===== config.mk =====
export PLATFORM = sky130hd
export DESIGN_NAME = msi_doorbell_rx
export DESIGN_NICKNAME = d
export VERILOG_FILES = /design/src/rtl/msi_rx_pkg.sv /design/src/rtl/msi_addr_check.sv /design/src/rtl/msi_id_check.sv /design/src/rtl/msi_err_flag.sv /design/src/rtl/msi_doorbell_rx.sv
export SDC_FILE = /design/constraint.sdc
export NUM_CORES = 1
export LEC_CHECK = 0
export ABC_AREA = 1
export BUFFER_PORTS_ARGS = -buffer_cell sky130_fd_sc_hd__buf_4
export CORE_ASPECT_RATIO = 1.1
export CORE_MARGIN = 3
export CORE_UTILIZATION = 30
export DETAILED_ROUTE_END_ITERATION = 6
export PLACE_DENSITY_LB_ADDON = 0.3
export SYNTH_ARGS = -nofsm -noshare
export SYNTH_HDL_FRONTEND = slang
export SYNTH_HIERARCHICAL = 1
export SYNTH_SLANG_ARGS = --single-unit

===== constraint.sdc =====
create_clock -name clk -period 1.41 [get_ports clk]
set_input_delay 0.282 -clock clk [delete_from_list [all_inputs] [get_ports clk]]
set_output_delay 0.282 -clock clk [all_outputs]
set_load 0.01 [all_outputs]

===== src/rtl/msi_rx_pkg.sv =====
package msi_rx_pkg;

    // Outcome of the previous cycle's write
    typedef enum logic [1:0] {
        ST_IDLE   = 2'd0,
        ST_EMIT   = 2'd1,
        ST_REJECT = 2'd2
    } rx_state_e;

    // Classification of one write, first failing rule wins
    typedef enum logic [2:0] {
        V_OK       = 3'd0,
        V_MISALIGN = 3'd1,
        V_RANGE    = 3'd2,
        V_WIDTH    = 3'd3,
        V_OFFSET   = 3'd4,
        V_IDENT    = 3'd5
    } verdict_e;

    localparam int unsigned WORD_BYTES = 4;

endpackage


===== src/rtl/msi_addr_check.sv =====
module msi_addr_check #(
    parameter int unsigned ADDR_W     = 16,
    parameter int unsigned PAGE_SHIFT = 12,
    parameter int unsigned NUM_PAGES  = 4
) (
    input  logic [ADDR_W-1:0] addr,
    output logic              aligned,
    output logic              in_range
);
    localparam logic [ADDR_W:0] REGION_END = (ADDR_W+1)'(NUM_PAGES << PAGE_SHIFT);

    always_comb begin
        aligned  = (addr[1:0] == 2'b00);
        in_range = ({1'b0, addr} < REGION_END);
    end
endmodule


===== src/rtl/msi_id_check.sv =====
module msi_id_check #(
    parameter int unsigned NUM_IDS = 64,
    parameter int unsigned ID_W    = 6
) (
    input  logic [31:0]     data,
    output logic            id_ok,
    output logic [ID_W-1:0] id
);
    always_comb begin
        id_ok = (data != 32'd0) && (data < 32'(NUM_IDS));
        id    = data[ID_W-1:0];
    end
endmodule


===== src/rtl/msi_err_flag.sv =====
module msi_err_flag (
    input  logic clk,
    input  logic rst_n,
    input  logic set,
    input  logic clr,
    output logic flag
);
    always_ff @(posedge clk) begin
        if (!rst_n)   flag <= 1'b0;
        else if (set) flag <= 1'b1;
        else if (clr) flag <= 1'b0;
    end

    // a set flag survives until a clear is sampled
    a_r9_sticky: assert property (@(posedge clk) disable iff (!rst_n)
        ($past(flag) && !$past(clr)) |-> flag);

    // a set beats a simultaneous clear
    a_r9_set_wins: assert property (@(posedge clk) disable iff (!rst_n)
        $past(set) |-> flag);
endmodule


===== src/rtl/msi_doorbell_rx.sv =====
module msi_doorbell_rx
    import msi_rx_pkg::*;
#(
    parameter int unsigned ADDR_W     = 16,
    parameter int unsigned PAGE_SHIFT = 12,
    parameter int unsigned NUM_PAGES  = 4,
    parameter int unsigned NUM_IDS    = 64,
    localparam int unsigned PAGE_W    = (NUM_PAGES > 1) ? $clog2(NUM_PAGES) : 1,
    localparam int unsigned ID_W      = $clog2(NUM_IDS)
) (
    input  logic              clk,
    input  logic              rst_n,
    input  logic              wr_valid,
    input  logic [ADDR_W-1:0] wr_addr,
    input  logic [3:0]        wr_be,
    input  logic [31:0]       wr_data,
    input  logic              rd_valid,
    input  logic [ADDR_W-1:0] rd_addr,
    output logic              rd_done,
    output logic [31:0]       rd_data,
    input  logic              err_clr,
    output logic              err_flag,
    output logic              sp_valid,
    output logic [PAGE_W-1:0] sp_page,
    output logic [ID_W-1:0]   sp_id
);
    localparam int unsigned N_PORTS = 2;   // index 0: write, 1: read

    rx_state_e          state_q, state_d;
    verdict_e           verdict;
    logic [ADDR_W-1:0]  port_addr     [N_PORTS];
    logic               port_aligned  [N_PORTS];
    logic               port_in_range [N_PORTS];
    logic               id_ok;
    logic [ID_W-1:0]    id_val;
    logic [PAGE_W-1:0]  page_q;
    logic [ID_W-1:0]    id_q;
    logic               rd_done_q;
    logic               rd_bad_q;
    logic               err_set;

    always_comb begin
        port_addr[0] = wr_addr;
        port_addr[1] = rd_addr;
    end

    // Same alignment and range rules on both ports
    for (genvar p = 0; p < N_PORTS; p++) begin : g_port
        msi_addr_check #(
            .ADDR_W     (ADDR_W),
            .PAGE_SHIFT (PAGE_SHIFT),
            .NUM_PAGES  (NUM_PAGES)
        ) u_chk (
            .addr     (port_addr[p]),
            .aligned  (port_aligned[p]),
            .in_range (port_in_range[p])
        );
    end

    msi_id_check #(
        .NUM_IDS (NUM_IDS),
        .ID_W    (ID_W)
    ) u_id (
        .data  (wr_data),
        .id_ok (id_ok),
        .id    (id_val)
    );

    // Write classification
    always_comb begin
        if (!port_aligned[0])                       verdict = V_MISALIGN;
        else if (!port_in_range[0])                 verdict = V_RANGE;
        else if (wr_be != 4'hF)                     verdict = V_WIDTH;
        else if (wr_addr[PAGE_SHIFT-1:0] != '0)     verdict = V_OFFSET;
        else if (!id_ok)                            verdict = V_IDENT;
        else                                        verdict = V_OK;
    end

    // Next-state logic
    always_comb begin
        state_d = ST_IDLE;
        unique case (state_q)
            ST_IDLE, ST_EMIT, ST_REJECT: begin
                if (wr_valid) state_d = (verdict == V_OK) ? ST_EMIT : ST_REJECT;
                else          state_d = ST_IDLE;
            end
            default: state_d = ST_IDLE;
        endcase
    end

    // State register
    always_ff @(posedge clk) begin
        if (!rst_n) state_q <= ST_IDLE;
        else        state_q <= state_d;
    end

    // Captured request and read bookkeeping
    always_ff @(posedge clk) begin
        if (!rst_n) begin
            page_q    <= '0;
            id_q      <= '0;
            rd_done_q <= 1'b0;
            rd_bad_q  <= 1'b0;
        end else begin
            if (wr_valid && verdict == V_OK) begin
                page_q <= wr_addr[PAGE_SHIFT +: PAGE_W];
                id_q   <= id_val;
            end
            rd_done_q <= rd_valid;
            rd_bad_q  <= rd_valid && !(port_aligned[1] && port_in_range[1]);
        end
    end

    // Outputs
    always_comb begin
        sp_valid = (state_q == ST_EMIT);
        sp_page  = page_q;
        sp_id    = id_q;
        rd_done  = rd_done_q;
        rd_data  = '0;
        err_set  = (state_q == ST_REJECT) || rd_bad_q;
    end

    msi_err_flag u_err (
        .clk   (clk),
        .rst_n (rst_n),
        .set   (err_set),
        .clr   (err_clr),
        .flag  (err_flag)
    );

    // every pulse is caused by a write on the previous edge
    a_r1_pulse_has_write: assert property (@(posedge clk) disable iff (!rst_n)
        sp_valid |-> $past(wr_valid));

    // misaligned write never pulses
    a_r2_misaligned_silent: assert property (@(posedge clk) disable iff (!rst_n)
        $past(wr_valid && wr_addr[1:0] != 2'b00) |-> !sp_valid);

    // pulse page always inside configured pages
    a_r3_page_bound: assert property (@(posedge clk) disable iff (!rst_n)
        sp_valid |-> (32'(sp_page) < 32'(NUM_PAGES)));

    // nonzero page offset never pulses
    a_r4_offset_silent: assert property (@(posedge clk) disable iff (!rst_n)
        $past(wr_valid && wr_addr[PAGE_SHIFT-1:0] != '0) |-> !sp_valid);

    // partial byte enables never pulse
    a_r5_partial_silent: assert property (@(posedge clk) disable iff (!rst_n)
        $past(wr_valid && wr_be != 4'hF) |-> !sp_valid);

    // pulsed identity is legal
    a_r6_id_legal: assert property (@(posedge clk) disable iff (!rst_n)
        sp_valid |-> (sp_id != '0 && 32'(sp_id) < 32'(NUM_IDS)));

    // every read is acknowledged on the next cycle
    a_r7_read_ack: assert property (@(posedge clk) disable iff (!rst_n)
        rd_valid |=> rd_done);

    // error follows a misaligned read
    a_r8_bad_read_flags: assert property (@(posedge clk) disable iff (!rst_n)
        $past(rd_done && rd_bad_q) |-> err_flag);
endmodule


**Word-level counts from Yosys, hierarchy flattened**

Index checks and enable logic that the tools add are counted.
Widths: inputs -> output; s select.

- Memory bits (read-only): 0
- Memories: 0
- Input bits: 73
- RAM bits: 0
- Output and inout port bits: 43
- Logic and storage cells: 35
- Register bits after elaboration: 13
- Latch bits: 0

- Muxes and demuxes: 8
- Bitwise operators: 0
- Reductions and logical operators: 15
- Magnitude comparators: 3
- Add/subtract/negate cells: 0
- Shift-type cells: 0
- Equal/unequal tests: 3
- Divide/modulo/power cells: 0
- $mul: 0

Operator list:

| kind | number |
|---|---|
| $lt 16x15->1 const B | 2 |
| $lt 32x7->1 const B | 1 |
| $reduce_bool 32->1 | 1 |
| $mux 3 | 5 |
| $reduce_bool 12->1 | 1 |
| $logic_not 2->1 | 3 |
| $logic_and 1x1->1 | 4 |
| $ne 4x4->1 const B | 1 |
| $logic_not 3->1 | 1 |
| $reduce_and 3->1 | 1 |
| $reduce_or 3->1 | 1 |
| $eq 2x1->1 const B | 1 |
| $eq 2x2->1 const B | 1 |
| $mux 1 | 2 |
| $mux 2 | 1 |
| $reduce_bool 2->1 | 1 |
| $logic_not 1->1 | 1 |
| $logic_or 1x1->1 | 1 |

**Depth between registers and ports, before layout**

Gate-level depths: netlist of the first run.

- Depth in word-level cells: 9
- Gate-level depth with buffers: 14
- Depth with buffers taken out: 13

**Cells and area by module**

Netlist of the first run, hierarchy kept.

Modules (own cells, without submodules):

| module | sequential area each (sq um) | cells an instance | times used | area an instance (sq um) |
|---|---|---|---|---|
| msi_doorbell_rx | 240.2 | 114 | 1 | 803.3 |
| msi_id_check | 0.0 | 35 | 1 | 163.9 |
| msi_err_flag | 20.0 | 6 | 1 | 43.8 |
| msi_addr_check | 0.0 | 2 | 2 | 7.5 |

**Least setup slack after synthesis of the first run**

OpenSTA, ideal clock, no wires.

- Path type: input -> register
- From: input wr_data[14]
- To: register id_q[0], in the netlist sp_id[0]
- Arrival time: 1.411 ns
- Setup time: 0.113 ns
- Required time: 1.297 ns
- Stages: 12
- Setup slack: -0.114 ns
- Buffers on the path: 1
- Cells stage by stage: or2_0 -> nor2_1 -> nand3_1 -> nor2_1 -> nand2_1 -> inv_1 -> nand2_1 -> nor2_4 -> nand4_4 -> buf_6 -> nor2_1 -> nor2_1

- Longest elaborated chain between the ends: 9
- Elaborated cells between the ends (all ways): 10
- Those cells by class: 1 x order compare; 5 x mux; 4 x reduce/logical

Ends and longest elaborated chain:

| what | RTL line | text |
|---|---|---|
| start, declared | msi_doorbell_rx.sv:16 | `input logic [31:0] wr_data,` |
| $lt 32x7->1 or $reduce_bool 32->1 (tied branches) | msi_id_check.sv:10 | `id_ok = (data != 32'd0) && (data < 32'(NUM_IDS));` |
| $logic_and 1x1->1 * | msi_id_check.sv:10 |  |
| named net id_ok | msi_doorbell_rx.sv:34 | `logic id_ok;` |
| $mux 3 * | msi_doorbell_rx.sv:75 | `else if (!id_ok) verdict = V_IDENT;` |
| $mux 3 * | msi_doorbell_rx.sv:74 | `else if (wr_addr[PAGE_SHIFT-1:0] != '0) verdict = V_OFFSET;` |
| $mux 3 * | msi_doorbell_rx.sv:73 | `else if (wr_be != 4'hF) verdict = V_WIDTH;` |
| $mux 3 * | msi_doorbell_rx.sv:72 | `else if (!port_in_range[0]) verdict = V_RANGE;` |
| $mux 3 * | msi_doorbell_rx.sv:71 | `if (!port_aligned[0]) verdict = V_MISALIGN;` |
| $logic_not 3->1 * | msi_doorbell_rx.sv:105 | `if (wr_valid && verdict == V_OK) begin` |
| $logic_and 1x1->1 * | msi_doorbell_rx.sv:105 |  |
| end signal, assigned | msi_doorbell_rx.sv:107 | `id_q <= id_val;` |
| end, declared | msi_doorbell_rx.sv:37 | `logic [ID_W-1:0] id_q;` |

Mark *: on every way through the listed nets, which the timed path passes. The rest lies on a longest branch.
A chain may end at the register's enable or synchronous reset.

**Worst setup path in the final report of the first run**

- From: input wr_data[27]
- To: register page_q[1], in the netlist sp_page[1]

- Longest elaborated chain between the ends: 9
- Elaborated cells between the ends (all ways): 10
- Those cells by class: 1 x order compare; 5 x mux; 4 x reduce/logical

Ends and longest elaborated chain:

| what | RTL line | text |
|---|---|---|
| $lt 32x7->1 or $reduce_bool 32->1 (tied branches) | msi_id_check.sv:10 |  |
| $logic_and 1x1->1 * | msi_id_check.sv:10 |  |
| named net id_ok | msi_doorbell_rx.sv:34 |  |
| $mux 3 * | msi_doorbell_rx.sv:75 |  |
| $mux 3 * | msi_doorbell_rx.sv:74 |  |
| $mux 3 * | msi_doorbell_rx.sv:73 |  |
| $mux 3 * | msi_doorbell_rx.sv:72 |  |
| $mux 3 * | msi_doorbell_rx.sv:71 |  |
| $logic_not 3->1 * | msi_doorbell_rx.sv:105 |  |
| $logic_and 1x1->1 * | msi_doorbell_rx.sv:105 |  |
| end signal, assigned | msi_doorbell_rx.sv:106 | `page_q <= wr_addr[PAGE_SHIFT +: PAGE_W];` |
| end, declared | msi_doorbell_rx.sv:36 | `logic [PAGE_W-1:0] page_q;` |

Marks and branches as above.

==> results.cfg, run 1 <==
[critical_path]
cpPeakStageDelay_ns = 0.20
path_buf_inv = 2
path_delay_family = simple AND/OR/NAND/NOR gates
crit_arrival_ns = 1.62
path_cells = buf_4 -> nor2_1 -> nand2_1 -> nor2_2 -> nand3_1 -> nor2_1 -> nand2_1 -> inv_1 -> nand2_2 -> nor2_4 -> nand4_4 -> nand2_2 -> nand2_2 -> nor2_2
crit_required_ns = 1.63
cpMostUsedCell = nand2_2
crit_path_max_fanout = 8
path_class = input port to flop
startpoint_type = input port
slowest_stage = nand4_4
worstSetupEndpointType = flop
rrSetupSlack_ns = 0.68

[pwr]
peakVddDrop_mv = 0.1897
cellLeakagePower_nw = 0.8506
cellPowerDensity_nw_per_um2 = 543.9
p_total_mw = 0.8275

[synth]
synth_mux_area_share_pct = 0
synth_xor_xnor_area_share_pct = 0
ys_types = 20
ys_ff_latch = 13
synthCells = 159
ys.warnings.count = 6
yosys.area_share.simple_pct = 37.07
syn-cell-area_um2 = 1026
synth-seq-area-share_pct = 25.37
synth_top_family_by_area = simple AND/OR/NAND/NOR gates
synth_fa_ha_area_share_pct = 0
synth.avg_cell_area_um2 = 6.453
synth_compound_area_share_pct = 2.683

[cells_and_area]
nets = 304
num_antenna_cells = 0
syn_to_final_growth_pct = 48.29
fin_area_um2 = 1521
drive_gt1_share_pct = 40.87
utilization_pct = 48.25

[floorplanning]
dieWidth_um = 61.76
die_height_um = 67.34
start_util_pct = 32.54
num_rows = 21
pin_count = 116
core-area_um2 = 3153
die-area_um2 = 4159

[clocking]
cts_setup_buffers = 0
hold_buffers = 0
cts_buffers = 3
cts.clk_slew.worst_paths_ns = 0.07
cts_tree = done
htreeDepth = 1
clockBufferDepth = 2
clk_latency_ns = 0.27
clock_tree.root_cell = clkbuf_4
cts.sinks = 13

[grt]
grt_max_degree = 12
grt_pass1_vias = 880
grt_pass1_wl_um = 3484
grt_antenna_before_repair = 0
grt.total_usage_pct = 11.08
gr-total-overflow = 0

[sta]
fmax_ghz = 0.7109
finalCritPeriodShare_pct = 99.77
tns_ns = 0
fin_skew_ns = 0.0001636
setup_viol = 0
rsz0062_at_grt = yes
whs_ns = 0.2087
slew_violations = 0
hold_viol_final = 0
period_minus_slack_ns = 1.407

[drt]
wl_um = 2309
postRouteAntennaNets = 0
route.detailed.vias_per_inst = 3.932
dr.pass1.iters = 4
wire_per_inst_um = 8.746
drc = 0
vias = 1038
drt_iter0_markers = 8

[hold_path]
worstHoldPathType = input port to flop

[placed_design]
place_hpwl_um = 1891
gp_congestion = 0.7150
io_buffer_count = 71
place_area_um2 = 1449

[run]
max_cap_viol_count = 0

[run_status]
status = finished, final reports clean
[Yosys cell counts, drive strengths merged]
cell type  instances  area (µm²)
nor2              49       201.5
buf               40       301.5
nand2             29       113.9
inv               14       52.55
dfxtp             13       260.3
nand3              5       25.02
a21oi              2       13.76
a21o               1       7.510
a31oi              1       6.260
and2               1       6.260
and3               1       6.260
conb               1       3.750
nand4              1       21.27
or2                1       6.260
[cell usage in the layout (no fill, tap or decap)]
master / synthesis / final
and3_1: 1 / 1
nand2_1: 27 / 22
nor2_2: 1 / 4
buf_4: 38 / 73
dfxtp_1: 13 / 13
nand4_4: 1 / 2
nor2_4: 2 / 2
buf_6: 1 / 2
inv_1: 14 / 14
clkbuf_1: 0 / 1
or2_0: 1 / 1
a21oi_1: 1 / 1
nor2_1: 46 / 43
nand2_2: 2 / 7
clkbuf_4: 0 / 3
conb_1: 1 / 32
a21oi_2: 1 / 1
a21o_1: 1 / 1
nand3_1: 5 / 5
and2_0: 1 / 1
a31oi_1: 1 / 1
[metrics by stage]
stage	setup WS, ns	std cells
CTS	0.02416	264
finish	0.003299	264
floorplan	-0.1063	190
global route	-0.1569	264
global placement	-0.2932	259
detailed placement	-0.3091	259
[layer usage]
metal,up-vias,global-route usage (%),share of wire [%]
met1,428,13.71,39
met2,60,17.93,49
met4,0,6.366,1.1
met5,-,0,0
li1,548,-,-
met3,2,1.530,11
[tightest hold or removal path: cells and delay by family]
family,cells,cell delay [ns]
buffers and inverters,2,0.12
AND/OR/NAND/NOR,1,0.05
[cell families (layout without fill, tap and decap cells)]
family | Yosys count | in the layout
AO/OA/AOI/OAI | 4 | 4
buffers and inverters | 54 | 93
flip-flops | 13 | 13
other | 1 | 32
AND/OR/NAND/NOR | 87 | 88
[state kept, by name, indices dropped and copies added, names as in the netlist]
register,flops
rd_done,1
state_q,2
sp_id,6
sp_page,2
u_err/flag,1
rd_bad_q,1
[area by class of cell]
type / count / area [µm²]
fill: 350 / 1632
sequential: 13 / 260.3
multi-input combinational: 124 / 569.3
clock buffer: 4 / 26.28
timing repair buffer: 75 / 570.5
tap: 34 / 42.54
inverter: 14 / 52.55
[worst paths after layout]
| path | startpoint | to | cells after the start |
|---|---|---|---|
| worst min register to register | u_err/flag$_SDFFE_PN0P_ | u_err/flag$_SDFFE_PN0P_ | 2 |
| worst max-delay path | wr_data[27] | sp_page[1]$_SDFFE_PN0P_ | 14 |
| worst max register to register | state_q[0]$_SDFF_PN0_ | u_err/flag$_SDFFE_PN0P_ | 4 |
| worst min-delay path | rd_valid | rd_done$_SDFF_PN0_ | 3 |
[power by group]
| part | total, mW | switching, mW | leakage [nW] | internal, mW |
|---|---|---|---|---|
| Combinational | 0.227 | 0.0949 | 0.730 | 0.132 |
| Clock | 0.224 | 0.115 | 0.0150 | 0.110 |
| Sequential | 0.377 | 0.00293 | 0.106 | 0.374 |
[timing repair]
item,in CTS,in global routing
cloned,1,0
resized for setup,1,9
setup endpoints to repair,2,8
endpoints found under the hold margin,0,0
pin swaps,1,12
Power figures use the tool's default switching activity.
==> run 2: changes to the inputs <==
--- a/config.mk
+++ b/config.mk
@@ -12,6 +12,7 @@
 export CORE_UTILIZATION = 30
 export DETAILED_ROUTE_END_ITERATION = 6
 export PLACE_DENSITY_LB_ADDON = 0.3
+export SETUP_SLACK_MARGIN = 0.1
 export SYNTH_ARGS = -nofsm -noshare
 export SYNTH_HDL_FRONTEND = slang
 export SYNTH_HIERARCHICAL = 1
==> run 2 against run 1 <==
  * First-iteration DRC count rose by 63%
  * Register-to-register slack barely moved
  * Combinational power barely moved
==> results.cfg, run 2 (synthesized netlist as in run 1, its figures left out) <==
[placed_design]
place_area_um2 = 1449
dp.cells = 259
io_buffer_count = 71
gp_congestion = 0.7150
place_hpwl_um = 1891
dp_slack_ns = -0.3091

[critical_path]
slowest_stage = nand4_4
path_cells = buf_4 -> nor2_1 -> nand2_1 -> nor2_2 -> nand3_1 -> nor2_1 -> nand2_1 -> inv_1 -> nand2_2 -> nor2_4 -> nand4_4 -> nand2_2 -> nand2_2 -> nor2_2
crit_path_max_fanout = 8
path_delay_family = simple AND/OR/NAND/NOR gates
cpMostUsedCell = nand2_2
path_buf_inv = 2
crit_arrival_ns = 1.62
crit_required_ns = 1.63
cpPeakStageDelay_ns = 0.20
worstSetupEndpointType = flop
startpoint_type = input port
path_class = input port to flop

[cells_and_area]
fin_cells = 265
num_antenna_cells = 0
nets = 305
final_cell_mix = 73 x buf_4, 42 x nor2_1, 32 x conb_1
largest_reg_flops = 6
fin_area_um2 = 1538
layout_commonest_cell = buf_4
drive_gt1_share_pct = 41.99
syn_to_final_growth_pct = 49.88
n_fill_cell = 346

[run]
max_cap_viol_count = 0

[floorplanning]
start_util_pct = 32.54
die-area_um2 = 4159
num_rows = 21
core-area_um2 = 3153
dieWidth_um = 61.76
die_height_um = 67.34
pin_count = 116

[hold_path]
worstHoldPathType = input port to flop

[sta]
hold_viol_final = 0
fmax_ghz = 0.7111
whs_ns = 0.2087
rsz0062_at_grt = yes
slew_violations = 0
finalCritPeriodShare_pct = 99.73
setup_viol = 0
fin_skew_ns = 0.0001636
period_minus_slack_ns = 1.406
final.setup.worst_slack_ns = 0.003782

[drt]
drc = 0
postRouteAntennaNets = 0
wire_per_inst_um = 8.766
drt_iter0_markers = 13
route.detailed.vias_per_inst = 3.943
dr.pass1.iters = 4
vias = 1045
wl_um = 2323

[clocking]
htreeDepth = 1
clk_latency_ns = 0.27
clockBufferDepth = 2
clock_tree.root_cell = clkbuf_4
cts_buffers = 3
cts.sinks = 13
cts_tree = done
hold_buffers = 0
cts.clk_slew.worst_paths_ns = 0.07

[grt]
grt_antenna_before_repair = 0
grt_max_degree = 12
grt.total_usage_pct = 11.12
grt_pass1_vias = 881
grt_pass1_wl_um = 3498
gr-total-overflow = 0

[pwr]
peakVddDrop_mv = 0.1897
cellPowerDensity_nw_per_um2 = 538.7
cellLeakagePower_nw = 0.8555
p_total_mw = 0.8284

[run_status]
status = finished, final reports clean
[run 2: worst reg2reg max path, delay by kind of cell (launching register included)]
| kind | cells | cell delay (ns) |
|---|---|---|
| buffers and inverters | 2 | 0.11 |
| AO/OA/AOI/OAI | 2 | 0.20 |
| flip-flops | 1 | 0.33 |
[run 2: what timing repair did]
item / CTS / global route
cloned: 1 / 0
pin swaps: 4 / 15
gates resized for setup: 2 / 11
setup buffers: 0 / 1
setup endpoints to repair: 8 / 10
[run 2: stage by stage]
stage	setup TNS, ns	util, %
final	0	48.77
after global routing	-1.100	48.77
after CTS	0	47.58
after detailed placement	-2.425	45.95
after global placement	-2.380	45.95
after floorplan	-0.8505	-
[run 2: power by group]
group | switching, mW | total, mW | internal (mW)
Clock | 0.115 | 0.224 | 0.110
Combinational | 0.0957 | 0.228 | 0.132
Sequential | 0.00292 | 0.377 | 0.374
[run 2: final cells by class]
| class | instances | area (µm²) | share of cell area, % |
|---|---|---|---|
| repair buffers | 76 | 581.8 | 37.84 |
| multi-input cells | 124 | 574.3 | 37.35 |
| flip-flops and latches | 13 | 260.3 | 16.92 |
| inverters | 14 | 52.55 | 3.417 |
| well taps | 34 | 42.54 | 2.766 |
| clock buffers | 4 | 26.28 | 1.709 |
[run 2: final timing paths]
kind | startpoint | endpoint | slack, ns | cells past startpoint
max | wr_data[27] | sp_page[1]$_SDFFE_PN0P_ | 0.004 | 14
min | rd_valid | rd_done$_SDFF_PN0_ | 0.21 | 3
max reg2reg | state_q[0]$_SDFF_PN0_ | u_err/flag$_SDFFE_PN0P_ | 0.67 | 4
min reg2reg | u_err/flag$_SDFFE_PN0P_ | u_err/flag$_SDFFE_PN0P_ | 0.47 | 2
[run 2: layer usage]
metal  vias to the layer above  wire length [µm]  GRT usage, %
li1                        550                 -             -
met1                       433               920         13.83
met2                        60              1129         17.93
met3                         2               247         1.530
met4                         0                25         6.366
met5                         -                 0             0
==> run 3: changes to the inputs <==
--- a/config.mk
+++ b/config.mk
@@ -12,6 +12,7 @@
 export CORE_UTILIZATION = 30
 export DETAILED_ROUTE_END_ITERATION = 6
 export PLACE_DENSITY_LB_ADDON = 0.3
+export RECOVER_POWER = 50
 export SETUP_SLACK_MARGIN = 0.1
 export SYNTH_ARGS = -nofsm -noshare
 export SYNTH_HDL_FRONTEND = slang
==> run 3 against run 2 <==
  * Clock power barely moved
  * Final cell count unchanged
  * Critical path type unchanged
  * Combinational power barely moved
  * Fmax did not move
  * Non-clock buffer count unchanged
  * Flip-flop and latch count did not move
  * Utilization decreased by 0.48 points
  * First-iteration DRC count did not move
  * Die area did not move
  * Largest cell class is now multi-input gates
  * Clock skew is essentially flat
==> results.cfg, run 3 (synthesized netlist as in run 1, its figures left out) <==
[run_status]
status = finished, final reports clean

[critical_path]
cpPeakStageDelay_ns = 0.20
slowest_stage = nand4_4
startpoint_type = input port
crit_arrival_ns = 1.62
worstSetupEndpointType = flop
path_class = input port to flop
crit_path_max_fanout = 8
cpMostUsedCell = nand2_2
crit_required_ns = 1.63
path_cells = buf_4 -> nor2_1 -> nand2_1 -> nor2_2 -> nand3_1 -> nor2_1 -> nand2_1 -> inv_1 -> nand2_2 -> nor2_4 -> nand4_4 -> nand2_2 -> nand2_2 -> nor2_2

[cells_and_area]
final_cell_mix = 69 x buf_4, 42 x nor2_1, 32 x conb_1
largest_reg_flops = 6
nets = 305
num_antenna_cells = 0
drive_gt1_share_pct = 40.26
layout_commonest_cell = buf_4
n_fill_cell = 350
syn_to_final_growth_pct = 48.41

[clocking]
cts_tree = done
clockBufferDepth = 2
clk_latency_ns = 0.27
cts_buffers = 3
cts.clk_slew.worst_paths_ns = 0.07
hold_buffers = 0
cts.sinks = 13
htreeDepth = 1
clock_tree.root_cell = clkbuf_4

[drt]
vias = 1045
dr.pass1.iters = 4
drc = 0
top_layer = met4
drt_iter0_markers = 13
wl_met1_um = 920
wl_met3_um = 250
wl_um = 2325
route.detailed.vias_per_inst = 3.943
postRouteAntennaNets = 0
dr_wl_met2_um = 1129
wire_per_inst_um = 8.774

[sta]
period_minus_slack_ns = 1.406
rsz0062_at_grt = yes
finalCritPeriodShare_pct = 99.73
final.setup.worst_slack_ns = 0.003781
setup_viol = 0
tns_ns = 0
slew_violations = 0
hold_viol_final = 0
fin_skew_ns = 0.0001636
fmax_ghz = 0.7111

[floorplanning]
num_rows = 21
core-area_um2 = 3153
pin_count = 116
dieWidth_um = 61.76
start_util_pct = 32.54
die_height_um = 67.34
die-area_um2 = 4159

[pwr]
combPwrFrac_pct = 27.2
peakVddDrop_mv = 0.1895
sw_frac_of_total_pct = 25.81
p_total_mw = 0.8253
p_clk_share_pct = 27.2
cellLeakagePower_nw = 0.8390
cellPowerDensity_nw_per_um2 = 542.0
switchingPower_mw = 0.2130
p_int_mw = 0.6124
seqPwrFrac_pct = 45.6

[grt]
grt_max_degree = 12
grt_pass1_wl_um = 3498
grt.total_usage_pct = 11.12
gr-total-overflow = 0
grt_antenna_before_repair = 0
grt_pass1_vias = 881

[placed_design]
gp_congestion = 0.7150
place_hpwl_um = 1891
dp_slack_ns = -0.3091
io_buffer_count = 71

[hold_path]
worstHoldPathType = input port to flop

[run]
max_cap_viol_count = 0
[run 3: changes by cell type in the layout (fill, tap and decap cells not counted)]
cell / before / now
buf_4: 73 / 69
clkbuf_1: 1 / 5
[run 3: power groups by stage]
| stage | clock network [mW] | registers [mW] | logic [mW] |
|---|---|---|---|
| floorplan | 0 | 0.387 | 0.152 |
| global placement | 0 | 0.385 | 0.219 |
| detailed placement | 0 | 0.385 | 0.220 |
| CTS | 0.240 | 0.377 | 0.224 |
| global route | 0.252 | 0.377 | 0.251 |
| finish | 0.224 | 0.376 | 0.225 |
[run 3: final timing paths]
check | from | end | slack, ns | depth (start not counted)
setup / recovery | wr_data[27] | sp_page[1]$_SDFFE_PN0P_ | 0.004 | 14
hold / removal | rd_valid | rd_done$_SDFF_PN0_ | 0.21 | 3
setup reg to reg | state_q[0]$_SDFF_PN0_ | u_err/flag$_SDFFE_PN0P_ | 0.67 | 4
hold reg to reg | u_err/flag$_SDFFE_PN0P_ | u_err/flag$_SDFFE_PN0P_ | 0.47 | 2
[run 3: metal layers]
metal,up-vias,track usage (%)
li1,550,-
met1,433,13.83
met2,60,17.93
met3,2,1.530
met4,0,6.366
met5,-,0
[run 3: through the flow]
step                      instances  instance area (µm²)  hold WS, ns  util [%]
after global placement          259                 1449       0.4615     45.95
after detailed placement        259                 1449       0.4668     45.95
after global routing            265                 1523       0.2213     48.29
final                           265                 1523       0.2087     48.29
after floorplan                 190                 1145       0.3932         -
after CTS                       264                 1500       0.1967     47.58
[run 3: layout make-up]
cell class                      instances  area, µm²  share of cell area, %
Clock buffer                            4      26.28                  1.726
Inverter                               14      52.55                  3.451
Multi-Input combinational cell        124      574.3                  37.72
Sequential cell                        13      260.3                  17.09
Tap cell                               34      42.54                  2.794
Timing Repair Buffer                   76      566.8                  37.22
[run 3: what timing repair did]
item / CTS / global route
gates cloned: 1 / 0
gates resized for setup: 2 / 11
setup endpoints to repair: 8 / 10
buffers inserted: 0 / 1
pin swaps: 4 / 15
[run 3: critical path: cells and delay by family]
family,cells,cell delay (ns)
AND/OR/NAND/NOR,12,1.17
buffers and inverters,2,0.17
